--- config.mk ---
export PLATFORM = sky130hd
export DESIGN_NAME = psort_top4_bitonic
export DESIGN_NICKNAME = d
export VERILOG_FILES = /design/src/rtl/psort_pkg.sv /design/src/rtl/psort_cae.sv /design/src/rtl/psort_max.sv /design/src/rtl/psort_pipe_reg.sv /design/src/rtl/psort_top4_bitonic.sv
export SDC_FILE = /design/constraint.sdc
export NUM_CORES = 2
export LEC_CHECK = 0
export BUFFER_PORTS_ARGS = -buffer_cell sky130_fd_sc_hd__buf_4
export CAP_MARGIN = 0
export CORE_MARGIN = 10
export CORE_UTILIZATION = 55
export DETAILED_ROUTE_END_ITERATION = 7
export PLACE_DENSITY = 0.75
export RECOVER_POWER = 100
export SYNTH_ARGS = -nofsm -noshare
export SYNTH_HDL_FRONTEND = slang
export SYNTH_SLANG_ARGS = --single-unit
--- constraint.sdc ---
create_clock -name clk -period 2.1 [get_ports clk]
set_input_delay 0.21 -clock clk [delete_from_list [all_inputs] [get_ports clk]]
set_output_delay 0.21 -clock clk [all_outputs]
set_load 0.02 [all_outputs]
--- src/rtl/psort_pkg.sv ---
package psort_pkg;

  // Direction of a compare-and-exchange cell: UP puts the smaller key on
  // the lower lane, DOWN puts the larger key there.
  typedef enum logic {
    CAE_UP   = 1'b0,
    CAE_DOWN = 1'b1
  } cae_dir_e;

  localparam int NET_IN       = 8;
  localparam int NET_SEL      = NET_IN / 2;
  localparam int BUILD_STAGES = 3;
  localparam int SEL_STAGES   = BUILD_STAGES + 1;
  localparam int MERGE_STAGES = 2;
  localparam int PIPE_DEPTH   = SEL_STAGES + MERGE_STAGES;

endpackage

--- src/rtl/psort_cae.sv ---
module psort_cae #(
  parameter int                  W   = 16,
  parameter psort_pkg::cae_dir_e DIR = psort_pkg::CAE_UP
) (
  input  logic [W-1:0] a,
  input  logic [W-1:0] b,
  output logic [W-1:0] lo,
  output logic [W-1:0] hi
);

  logic swap;

  generate
    if (DIR == psort_pkg::CAE_UP) begin : g_up
      // Exchange only on strict disorder; equal keys stay put.
      assign swap = (a > b);
    end else begin : g_down
      assign swap = (b > a);
    end
  endgenerate

  assign lo = swap ? b : a;
  assign hi = swap ? a : b;

endmodule

--- src/rtl/psort_max.sv ---
module psort_max #(
  parameter int W = 16
) (
  input  logic [W-1:0] a,
  input  logic [W-1:0] b,
  output logic [W-1:0] y
);

  // Single comparator steering one multiplexer; ties keep a.
  assign y = (b > a) ? b : a;

endmodule

--- src/rtl/psort_pipe_reg.sv ---
module psort_pipe_reg #(
  parameter int W     = 16,
  parameter int LANES = 8
) (
  input  logic                        clk,
  input  logic                        rst_n,
  input  logic                        en,
  input  logic                        in_v,
  input  logic [LANES-1:0][W-1:0]     in_d,
  output logic                        out_v,
  output logic [LANES-1:0][W-1:0]     out_d
);

  always_ff @(posedge clk) begin
    if (!rst_n) begin
      out_v <= 1'b0;
      out_d <= '0;
    end else if (en) begin
      out_v <= in_v;
      out_d <= in_d;
    end
  end

  // a frozen stage keeps both its flag and its keys.
  assert_stage_hold_R5: assert property (@(posedge clk) disable iff (!rst_n)
    !en |=> ($stable(out_v) && $stable(out_d)));

endmodule

--- src/rtl/psort_top4_bitonic.sv ---
module psort_top4_bitonic #(
  parameter int KEY_W = 16
) (
  input  logic                 clk,
  input  logic                 rst_n,
  input  logic                 in_valid,
  output logic                 in_ready,
  input  logic [8*KEY_W-1:0]   in_data,
  output logic                 out_valid,
  input  logic                 out_ready,
  output logic [4*KEY_W-1:0]   out_data,
  output logic                 tap_valid,
  output logic [4*KEY_W-1:0]   tap_data
);

  import psort_pkg::*;

  localparam int NI   = NET_IN;
  localparam int NS   = NET_SEL;
  localparam int HALF = NI / 2;

  logic adv;

  logic [NI-1:0][KEY_W-1:0] x0;
  logic [NI-1:0][KEY_W-1:0] c1, r1, c2, r2, c3, r3;
  logic [NS-1:0][KEY_W-1:0] c4, r4, c5, r5, c6, r6;
  logic v1, v2, v3, v4, v5, v6;

  // Whole pipe advances unless the output holds an untaken result.
  assign adv      = !v6 || out_ready;
  assign in_ready = adv;

  generate
    for (genvar j = 0; j < NI; j++) begin : g_unpack
      assign x0[j] = in_data[j*KEY_W +: KEY_W];
    end

    // Stage 1: two-key merges, alternating direction pair by pair.
    for (genvar p = 0; p < NI/2; p++) begin : g_s1
      psort_cae #(.W(KEY_W), .DIR((p % 2 == 0) ? CAE_UP : CAE_DOWN)) u_cae (
        .a(x0[2*p]), .b(x0[2*p+1]), .lo(c1[2*p]), .hi(c1[2*p+1]));
    end

    // Stages 2 and 3: four-key merges; lower group ascending, upper descending.
    for (genvar g = 0; g < 2; g++) begin : g_grp
      for (genvar i = 0; i < 2; i++) begin : g_s2
        psort_cae #(.W(KEY_W), .DIR((g == 0) ? CAE_UP : CAE_DOWN)) u_cae (
          .a(r1[4*g+i]), .b(r1[4*g+i+2]), .lo(c2[4*g+i]), .hi(c2[4*g+i+2]));
      end
      for (genvar i = 0; i < 2; i++) begin : g_s3
        psort_cae #(.W(KEY_W), .DIR((g == 0) ? CAE_UP : CAE_DOWN)) u_cae (
          .a(r2[4*g+2*i]), .b(r2[4*g+2*i+1]), .lo(c3[4*g+2*i]), .hi(c3[4*g+2*i+1]));
      end
    end

    // Stage 4: half-cleaner with max-only cells keeps the top half.
    for (genvar i = 0; i < NS; i++) begin : g_s4
      psort_max #(.W(KEY_W)) u_max (.a(r3[i]), .b(r3[i+HALF]), .y(c4[i]));
    end

    // Stages 5 and 6: ascending merge of the bitonic survivors.
    for (genvar i = 0; i < 2; i++) begin : g_s5
      psort_cae #(.W(KEY_W), .DIR(CAE_UP)) u_cae (
        .a(r4[i]), .b(r4[i+2]), .lo(c5[i]), .hi(c5[i+2]));
    end
    for (genvar i = 0; i < 2; i++) begin : g_s6
      psort_cae #(.W(KEY_W), .DIR(CAE_UP)) u_cae (
        .a(r5[2*i]), .b(r5[2*i+1]), .lo(c6[2*i]), .hi(c6[2*i+1]));
    end

    for (genvar i = 0; i < NS; i++) begin : g_pack
      assign out_data[i*KEY_W +: KEY_W] = r6[i];
      assign tap_data[i*KEY_W +: KEY_W] = r4[i];
    end
  endgenerate

  psort_pipe_reg #(.W(KEY_W), .LANES(NI)) u_reg1 (
    .clk(clk), .rst_n(rst_n), .en(adv), .in_v(in_valid), .in_d(c1), .out_v(v1), .out_d(r1));
  psort_pipe_reg #(.W(KEY_W), .LANES(NI)) u_reg2 (
    .clk(clk), .rst_n(rst_n), .en(adv), .in_v(v1), .in_d(c2), .out_v(v2), .out_d(r2));
  psort_pipe_reg #(.W(KEY_W), .LANES(NI)) u_reg3 (
    .clk(clk), .rst_n(rst_n), .en(adv), .in_v(v2), .in_d(c3), .out_v(v3), .out_d(r3));
  psort_pipe_reg #(.W(KEY_W), .LANES(NS)) u_reg4 (
    .clk(clk), .rst_n(rst_n), .en(adv), .in_v(v3), .in_d(c4), .out_v(v4), .out_d(r4));
  psort_pipe_reg #(.W(KEY_W), .LANES(NS)) u_reg5 (
    .clk(clk), .rst_n(rst_n), .en(adv), .in_v(v4), .in_d(c5), .out_v(v5), .out_d(r5));
  psort_pipe_reg #(.W(KEY_W), .LANES(NS)) u_reg6 (
    .clk(clk), .rst_n(rst_n), .en(adv), .in_v(v5), .in_d(c6), .out_v(v6), .out_d(r6));

  assign out_valid = v6;
  assign tap_valid = v4;

  // the result leaves in ascending lane order.
  assert_sorted_out_R1: assert property (@(posedge clk) disable iff (!rst_n)
    v6 |-> (r6[0] <= r6[1] && r6[1] <= r6[2] && r6[2] <= r6[3]));

  // after the build stages the two halves form opposite sorted runs.
  assert_runs_R1: assert property (@(posedge clk) disable iff (!rst_n)
    v3 |-> (r3[0] <= r3[1] && r3[1] <= r3[2] && r3[2] <= r3[3] &&
            r3[4] >= r3[5] && r3[5] >= r3[6] && r3[6] >= r3[7]));

  // a refused result stays on the output unchanged.
  assert_hold_R5: assert property (@(posedge clk) disable iff (!rst_n)
    (out_valid && !out_ready) |=> (out_valid && $stable(out_data)));

endmodule

==> flow_summary.json <==
{
  "status": "complete, but fails checks",
  "violations": "negative hold slack, max-capacitance violations, max-slew violations, negative setup slack",
  "layout_setup_ws_ps": -762,
  "cp_cell_sequence": "nor2b_2 -> clkinv_8 -> buf_4 -> buf_12 -> o21ai_0 -> a211oi_4",
  "fin_setup_tns_ps": -181670,
  "yosys_warnings": 0,
  "synthFlopType": "dfxtp_1",
  "netSwitchingPower_uw": 42600,
  "clkPwrFrac_pct": 12.1,
  "synth_top_area_share_pct": 33.7,
  "syn_inst": 4085,
  "relSlewSlack_pct": -8.67,
  "power.density_mw_per_mm2": 1910,
  "combPwrFrac_pct": 71.3,
  "grt_max_degree": 154,
  "coreArea_mm2": 0.0619,
  "drive_above_1_share_pct": 46.8,
  "p_seq_share_pct": 16.7,
  "antenna_found_initial": 5,
  "worst_pin_slew_ps": 1610,
  "port_buffers": 262,
  "synth_common_cells": "o21ai_0, dfxtp_1, a21oi_1",
  "grt-ovfl-total": 0,
  "maxCapViolCount": 2,
  "min-delay-path-class": "in -> reg",
  "drtAntennaViolNets": 0,
  "grt_usage_pct": 38.1,
  "dp_hpwl_mm": 98.7,
  "grt_pass1_wl_mm": 221,
  "final_cells": 6053,
  "ios": 263,
  "worstPathArrival_ps": 3300,
  "max-vdd-ir-drop_mv": 2.65,
  "swShare_pct": 42.0,
  "synth-compound-area-share_pct": 26.8,
  "synth_top_area_cell": "dfxtp_1",
  "worst_clock_skew_ps": 28.0,
  "n_antenna_cell": 0,
  "firstDrtPassIters": 8,
  "crit_slowest_cell": "o21ai_0",
  "power_leakage_uw": 0.0220,
  "place.gp.congestion": 1.03,
  "cts.sink_count": 582,
  "crit_family": "compound AO/OA/AOI/OAI gates",
  "die_h_um": 271,
  "cpPeakStageDelay_ps": 1220,
  "syn_avg_cell_area_um2": 8.46,
  "clk_path_buf_depth": 3,
  "vias": 41480,
  "internal_power_uw": 58900,
  "synth_cell_types": 42,
  "fin_nets": 5620,
  "place_inst": 5745,
  "cp_max_fo": 25,
  "fmax_ghz": 0.349,
  "yosys_register_bits": 582,
  "dr.first_iter.drc_count": 7435,
  "cp-end-kind": "flip-flop",
  "wl_per_cell_um": 29.8,
  "areaGrowthSynthToFinish_pct": 54.1,
  "dieArea_mm2": 0.0733,
  "path_clk_slew_ps": 60,
  "synth_most_common_cell": "o21ai_0",
  "critPathKind": "reg -> reg",
  "wl_mm": 180,
  "post-route-period-util_pct": 136,
  "synthArstFlopShare_pct": 0,
  "drv_slew": 5,
  "vias_per_cell": 6.85,
  "grt_pass1_vias": 37251,
  "finalHoldViolations": 7,
  "synthAdderAreaFrac_pct": 11.6,
  "startpoint_type": "flip-flop",
  "initial_core_util_pct": 55.8,
  "num_rows": 91,
  "htree_levels": 3,
  "clock_tree.root_cell": "clkbuf_16",
  "synth_top_cells_by_area": "dfxtp_1, ha_1, o21ai_0",
  "path_buf_inv": 3,
  "final_core_util_pct": 86.0,
  "synthSimpleGateAreaFrac_pct": 11.4,
  "cp_data_required_time_ps": 2540,
  "grt_setup_unrepaired": "true",
  "ys_seq_area_share_pct": 33.7,
  "synth_edf_count": 0,
  "synth_top_family_by_area": "compound AO/OA/AOI/OAI gates",
  "syn_nets": 4537,
  "clk-insertion-delay-late_ps": 650,
  "final.hold.worst_slack_ps": -11.1,
  "die_x_um": 271,
  "synth_area_mm2": 0.0346,
  "muxShareOfSynthArea_pct": 8.22,
  "cts_tree": "done",
  "numCtsBuffers": 66,
  "post-route-drc-count": 0,
  "period_needed_ps": 2860,
  "synth_xor_area_share_pct": 0,
  "setup_viol": 557
}
## tightest hold or removal path: cells and delay by family
kind / cells / cell delay (ps)
buffers and inverters: 2 / 180
muxes: 1 / 60
AOI/OAI and AO/OA: 1 / 120
## metal layers
metal / GRT usage [%] / up-vias / part of all wire, % / routed length, µm
li1: - / 16857 / - / -
met1: 44.4 / 19315 / 33 / 59200
met2: 61.3 / 3908 / 42 / 76400
met3: 9.07 / 1396 / 14 / 25600
met4: 26.2 / 4 / 11 / 19200
met5: 0 / - / 0.028 / 50
## stage by stage
stage | hold WS (ps) | power, µW | instance area [µm²] | setup WS, ps
after floorplan | 357 | 41500 | 35700 | -93.2
after global placement | 453 | 58400 | 44400 | -422
after detailed placement | 461 | 59000 | 44400 | -444
after CTS | 1.18 | 86400 | 51000 | -363
after global routing | 3.16 | 103000 | 53300 | -673
final | -11.1 | 102000 | 53300 | -762
## layout make-up
type	instances	area [µm²]
Multi-Input combinational cell	2844	25000
Sequential cell	582	12000
Timing Repair Buffer	1334	11700
Fill cell	3073	8680
Clock buffer	91	1920
Inverter	338	1290
Tap cell	837	1050
Clock inverter	25	270
Timing Repair inverter	2	17.5
## cell usage in the layout, fill, tap and decap left out, types with 27 or more instances in the layout
master         Yosys  final
inv_2              0     82
mux2i_4            0     82
nor2_1           268    267
and3_4             0    169
ha_1             320    206
mux2i_1          284    165
a21oi_2            0    141
dlygate4sd3_1      0     37
nand3_1           48     44
a31oi_1           32     32
clkbuf_16          0     84
dfxtp_2            0    167
o21ai_0          640    628
buf_6             28     68
a211oi_2         201    232
buf_4             41    958
clkbuf_1         225    141
and3_1           247     81
dfxtp_1          582    388
buf_12             0     91
mux2i_2            0     37
nand4_1           52     52
dfxtp_4            0     27
inv_1            337    250
ha_4               0    112
nand2_1          100     84
a21oi_1          443    298
## logic make-up after synthesis
logic type               count (synthesis)
AO/OA/AOI/OAI                         1457
AND/OR/NAND/NOR                        783
buffers and inverters                  659
flip-flops                             582
adder cells (fa/ha/maj)                320
multiplexers                           284
## path summary, 6_finish.rpt
path                             startpoint                             to  slack, ps  cells after the start
setup / recovery  u_reg6.out_v$_SDFFE_PN0P_  u_reg3.out_d[58]$_SDFFE_PN0P_       -760                      6
hold / removal                   in_data[1]  u_reg1.out_d[17]$_SDFFE_PN0P_        -10                      4
setup reg to reg  u_reg6.out_v$_SDFFE_PN0P_  u_reg3.out_d[58]$_SDFFE_PN0P_       -760                      6
hold reg to reg   u_reg2.out_v$_SDFFE_PN0P_      u_reg2.out_v$_SDFFE_PN0P_        480                      2
## power groups by stage
stage | clock (µW) | combinational (µW) | sequential (µW)
finish | 12300 | 72400 | 16900
global route | 12600 | 73500 | 17000
CTS | 12000 | 58200 | 16200
detailed placement | 0 | 42900 | 16100
global placement | 0 | 42400 | 16000
floorplan | 0 | 24500 | 17000
## registers in the layout (all words and copies together), names as in the netlist, 64 cells and up
| register | flops |
|---|---|
| u_reg3.out_d | 128 |
| u_reg5.out_d | 64 |
| u_reg4.out_d | 64 |
| u_reg1.out_d | 128 |
| u_reg2.out_d | 128 |
| u_reg6.out_d | 64 |
## what timing repair did
item                                   4_1_cts  5_1_grt
gates resized for setup                    577      491
hold buffers                                37        0
pin swaps                                  185      220
gates cloned                                33       20
endpoints found under the hold margin       48        0
buffers inserted                            71       71
setup endpoints to repair                  432      453
(Power assumes the default switching activity.)
